**config.mk**
```make
export PLATFORM = sky130hd
export DESIGN_NAME = rtc_cfg_irq
export DESIGN_NICKNAME = d
export VERILOG_FILES = /design/src/rtl/rtc_cfg_pkg.sv /design/src/rtl/rtc_cfg_reg.sv /design/src/rtl/rtc_evt_flags.sv /design/src/rtl/rtc_irq_gen.sv /design/src/rtl/rtc_cfg_irq.sv
export SDC_FILE = /design/constraint.sdc
export NUM_CORES = 1
export LEC_CHECK = 0
export BUFFER_PORTS_ARGS = -buffer_cell sky130_fd_sc_hd__buf_2
export CORE_AREA = 2 2 39 41
export CTS_CLUSTER_SIZE = 14
export DETAILED_ROUTE_END_ITERATION = 8
export DIE_AREA = 0 0 41 43
export HOLD_SLACK_MARGIN = 0.03
export PLACE_DENSITY_LB_ADDON = 0.1
export SETUP_SLACK_MARGIN = 0.15
export SYNTH_ARGS = -nofsm -noshare
export SYNTH_HDL_FRONTEND = slang
export SYNTH_SLANG_ARGS = --single-unit
```
**constraint.sdc**
```tcl
create_clock -name clk -period 1 [get_ports clk]
set_clock_uncertainty 0.05 [all_clocks]
set_input_delay 0.2 -clock clk [delete_from_list [all_inputs] [get_ports clk]]
set_output_delay 0.2 -clock clk [all_outputs]
set_load 0.05 [all_outputs]
```
**src/rtl/rtc_cfg_pkg.sv**
```systemverilog
package rtc_cfg_pkg;
  localparam int CFG_W = 8;
  localparam int NSRC  = 3;

  // configuration bit positions (decoded by the updater and irq logic)
  localparam int B_INHIBIT = 7;
  localparam int B_PER_EN  = 6;
  localparam int B_ALM_EN  = 5;
  localparam int B_UPD_EN  = 4;
  localparam int B_SQW_EN  = 3;
  localparam int B_BIN     = 2;
  localparam int B_HR24    = 1;
  localparam int B_DST     = 0;

  // source index inside the flag vector
  localparam int S_PER = 2;
  localparam int S_ALM = 1;
  localparam int S_UPD = 0;

  localparam logic [CFG_W-1:0] RESUME_MASK =
    (CFG_W'(1) << B_PER_EN) | (CFG_W'(1) << B_UPD_EN) | (CFG_W'(1) << B_SQW_EN);
  localparam logic [CFG_W-1:0] RTCWELL_MASK = CFG_W'(1) << B_ALM_EN;
endpackage

```
**src/rtl/rtc_cfg_reg.sv**
```systemverilog
module rtc_cfg_reg
  import rtc_cfg_pkg::*;
#(
  parameter logic [CFG_W-1:0] INIT_CFG = '0
) (
  input  logic             clk,
  input  logic             rst_resume,
  input  logic             rst_rtcwell,
  input  logic             wr,
  input  logic [CFG_W-1:0] wdata,
  output logic [CFG_W-1:0] cfg
);
  logic [CFG_W-1:0] cfg_q = INIT_CFG;
  logic [CFG_W-1:0] clr;
  logic [CFG_W-1:0] cfg_d;

  // per-bit reset domain selection
  always_comb begin
    clr = ({CFG_W{rst_resume}} & RESUME_MASK) | ({CFG_W{rst_rtcwell}} & RTCWELL_MASK);
    for (int i = 0; i < CFG_W; i++) begin
      if (clr[i])   cfg_d[i] = 1'b0;
      else if (wr)  cfg_d[i] = wdata[i];
      else          cfg_d[i] = cfg_q[i];
    end
  end

  always_ff @(posedge clk) cfg_q <= cfg_d;

  assign cfg = cfg_q;
endmodule

```
**src/rtl/rtc_evt_flags.sv**
```systemverilog
module rtc_evt_flags
  import rtc_cfg_pkg::*;
(
  input  logic            clk,
  input  logic            rst,
  input  logic            rd_clr,
  input  logic [NSRC-1:0] evt,
  output logic [NSRC-1:0] flags
);
  logic [NSRC-1:0] flag_q;

  for (genvar g = 0; g < NSRC; g++) begin : g_flag
    always_ff @(posedge clk) begin
      if (rst)          flag_q[g] <= 1'b0;
      else if (evt[g])  flag_q[g] <= 1'b1;
      else if (rd_clr)  flag_q[g] <= 1'b0;
    end
  end

  assign flags = flag_q;
endmodule

```
**src/rtl/rtc_irq_gen.sv**
```systemverilog
module rtc_irq_gen
  import rtc_cfg_pkg::*;
(
  input  logic            clk,
  input  logic            rst,
  input  logic [NSRC-1:0] flags,
  input  logic [NSRC-1:0] en,
  output logic            irq
);
  logic irq_q;

  always_ff @(posedge clk) begin
    if (rst) irq_q <= 1'b0;
    else     irq_q <= |(flags & en);
  end

  assign irq = irq_q;
endmodule

```
**src/rtl/rtc_cfg_irq.sv**
```systemverilog
module rtc_cfg_irq
  import rtc_cfg_pkg::*;
#(
  parameter logic [7:0] INIT_CFG = 8'h00
) (
  input  logic       clk,
  input  logic       rst_resume,
  input  logic       rst_rtcwell,
  input  logic       cfg_wr,
  input  logic [7:0] cfg_wdata,
  output logic [7:0] cfg_rdata,
  input  logic       flag_rd,
  input  logic       evt_periodic,
  input  logic       evt_alarm,
  input  logic       evt_update,
  output logic [2:0] stat_flags,
  output logic       upd_inhibit,
  output logic       bin_mode,
  output logic       hr24_mode,
  output logic       dst_en,
  output logic       irq
);
  logic [CFG_W-1:0] cfg;
  logic [NSRC-1:0]  evt;
  logic [NSRC-1:0]  flags;
  logic [NSRC-1:0]  en;

  always_comb begin
    evt        = '0;
    evt[S_PER] = evt_periodic;
    evt[S_ALM] = evt_alarm;
    evt[S_UPD] = evt_update;
    en         = '0;
    en[S_PER]  = cfg[B_PER_EN];
    en[S_ALM]  = cfg[B_ALM_EN];
    en[S_UPD]  = cfg[B_UPD_EN];
  end

  rtc_cfg_reg #(.INIT_CFG(INIT_CFG)) u_reg (
    .clk(clk), .rst_resume(rst_resume), .rst_rtcwell(rst_rtcwell),
    .wr(cfg_wr), .wdata(cfg_wdata), .cfg(cfg)
  );

  rtc_evt_flags u_flags (
    .clk(clk), .rst(rst_resume), .rd_clr(flag_rd), .evt(evt), .flags(flags)
  );

  rtc_irq_gen u_irq (
    .clk(clk), .rst(rst_resume), .flags(flags), .en(en), .irq(irq)
  );

  assign cfg_rdata   = cfg;
  assign stat_flags  = flags;
  assign upd_inhibit = cfg[B_INHIBIT];
  assign bin_mode    = cfg[B_BIN];
  assign hr24_mode   = cfg[B_HR24];
  assign dst_en      = cfg[B_DST];
endmodule

```
==> results.cfg <==
[final_layout]
synthToLayoutAreaGrowth_pct = 83.4
antenna-diode-count = 0
final_cell_area_um2 = 787
nNetsFinal = 89
drive_gt1_share_pct = 66.7

[power]
p_leak_nw = 0.373
peakVddDrop_mv = 0.943
powerDensity_nw_per_um2 = 1560

[floorplanning]
initial_utilization_pct = 31.0
dieArea_um2 = 1760
rows = 14
ioPinCount = 32
die_h_um = 43
die_x_um = 41
core_um2 = 1380

[synth]
synthTopCellsByArea = dfxtp_1 37%, edfxtp_1 28%, mux2i_1 9.3%
synth_top_cell_area_share_pct = 37.3
synth_seq_cells = 12
synth.largest_area_cell = dfxtp_1
synth_cells = 36
syn_nets = 52
avgSynthCellArea_um2 = 11.9
netlist_area_um2 = 429
yosys_warnings = 0
synth.yosys.seq_area_share_pct = 65.3
ys_types = 10

[placement]
place_ws_ps = 92.6
dpl_cell_area_um2 = 583
port_buffers = 31
place.gp.congestion = 0.604

[clock_tree]
cts.sinks = 12
clk_pin_slew_ps = 70
clockRootBuffer = clkbuf_4
cts_buffers = 3
clkLatencyLatePin_ps = 260
cts_tree = built
clock_path_buffers = 2
htreeDepth = 1

[setup_path]
critPathMaxStageDelay_ps = 420
r2r_cells = 3
critical_path_class = register to primary output
worstSetupEndpointType = primary output
cp_data_arrival_time_ps = 870
reg2reg_slack_ps = -30
cp.depth = 1
critPathMaxFanout = 2
r2r_start = u_flags.flags[1]$_SDFFE_PP0P_
cpMaxStageDelayCell = edfxtp_1
cp.required_ps = 750
startpoint_type = register
path_cells = buf_6
startpoint = u_reg.cfg[0]$_DFFE_PP_
worst-path-buf-inv = 1
critPathTopFamily = flip-flops

[global_route]
antenna_found_initial = 0
grt_usage_pct = 14.7
grt_max_degree = 9
grt_pass1_vias = 396
overflow = 0
grt_pass1_wl_um = 1660

[timing]
finalSetupViolations = 15
min_period_ps = 1120
rsz0062_at_grt = true
tightest_slew_ps = 311
drv_slew = 0
fmax_mhz = 897
max-slew-margin-rel_pct = 79.2
hold_viol = 0
fin_ws_ps = -115
period_share_pct = 112

[detailed_routing]
drtIter0Drc = 7
ant_nets = 0
vias = 387
drc_errors = 0
wl_per_cell_um = 12.7
routed_wl_um = 1120
drt_pass1_iterations = 4
via_per_inst = 4.40

[hold_path]
whs_path_depth = 1
worstHoldStart = cfg_wdata[1]
hold_class = primary input to register

[outcome]
status = finished with violations
violations = negative setup slack

[job]
cap_violations = 0
-- cell usage after synthesis --
master,number
nor2_1,5
mux2i_1,4
clkbuf_2,1
a21oi_1,3
nand2b_1,3
buf_4,4
a222oi_1,1
inv_1,3
edfxtp_1,4
dfxtp_1,8
-- repair_timing --
| item | 4_1_cts | 5_1_grt |
|---|---|---|
| setup endpoints to repair | 17 | 19 |
| pin swaps | 0 | 4 |
| hold endpoints to repair | 1 | 0 |
| hold buffers | 1 | 0 |
| cloned | 0 | 0 |
| resized for setup | 34 | 7 |
| setup buffers | 4 | 1 |
-- per-stage QoR --
stage	TNS, ps	utilization, %	power (mW)	std cells	hold WS, ps
global placement	0	42.1	0.838	78	303
finish	-1080	56.9	1.23	88	58.3
global route	-1650	56.9	1.28	88	48.9
CTS	-1210	54.5	1.23	87	49.8
detailed placement	0	42.1	0.838	78	308
floorplan	-442	-	0.784	36	209
-- cells by family (layout without fill, tap and decap cells) --
family | count (synthesis) | in the layout | synth area share, %
flops | 12 | 12 | 65.3
simple gates | 8 | 8 | 8.75
buf+inv | 8 | 44 | 10.8
compound gates | 4 | 4 | 5.83
mux | 4 | 4 | 9.33
-- final timing paths --
check                                            endpoint
worst max-delay path                               dst_en
worst min register to register  u_reg.cfg[3]$_SDFFE_PP0P_
worst min-delay path               u_reg.cfg[1]$_DFFE_PP_
worst max register to register       u_irq.irq$_SDFF_PP0_
-- flip-flops by register name (all words and copies together), names as in the netlist --
name / count
u_reg.cfg: 8
u_flags.flags: 3
u_irq.irq: 1
-- cell type report --
class | instances | area [um^2]
clock buffer | 4 | 26.3
fill | 126 | 597
tap | 16 | 20.0
sequential | 12 | 298
multi-input combinational | 16 | 106
timing repair buffer | 37 | 325
inverter | 3 | 11.3
-- where the power goes --
part           switching (mW)  internal (mW)  leakage [nW]
Combinational           0.213          0.148         0.249
Sequential             0.0295          0.538         0.109
Clock                   0.147          0.154        0.0150
Total                   0.389          0.839         0.373
-- placed cells by master (no fill, tap or decap), drive strengths merged --
cell and instances:
buf 36, clkbuf 4, a21oi 3, edfxtp 4, nor2 5, inv 3
dfxtp 8, a222oi 1, mux2i 4, nand2b 3, dlygate4sd3 1
-- layer usage --
| layer | vias to the layer above | GRT usage [%] | routed length, um |
|---|---|---|---|
| met5 | - | 0 | 0 |
| met4 | 0 | 10.0 | 5 |
| met3 | 2 | 4.71 | 83 |
| met2 | 21 | 25.3 | 645 |
| met1 | 175 | 13.4 | 384 |
| li1 | 189 | - | - |
No activity file was read; power rests on OpenSTA's default activity.
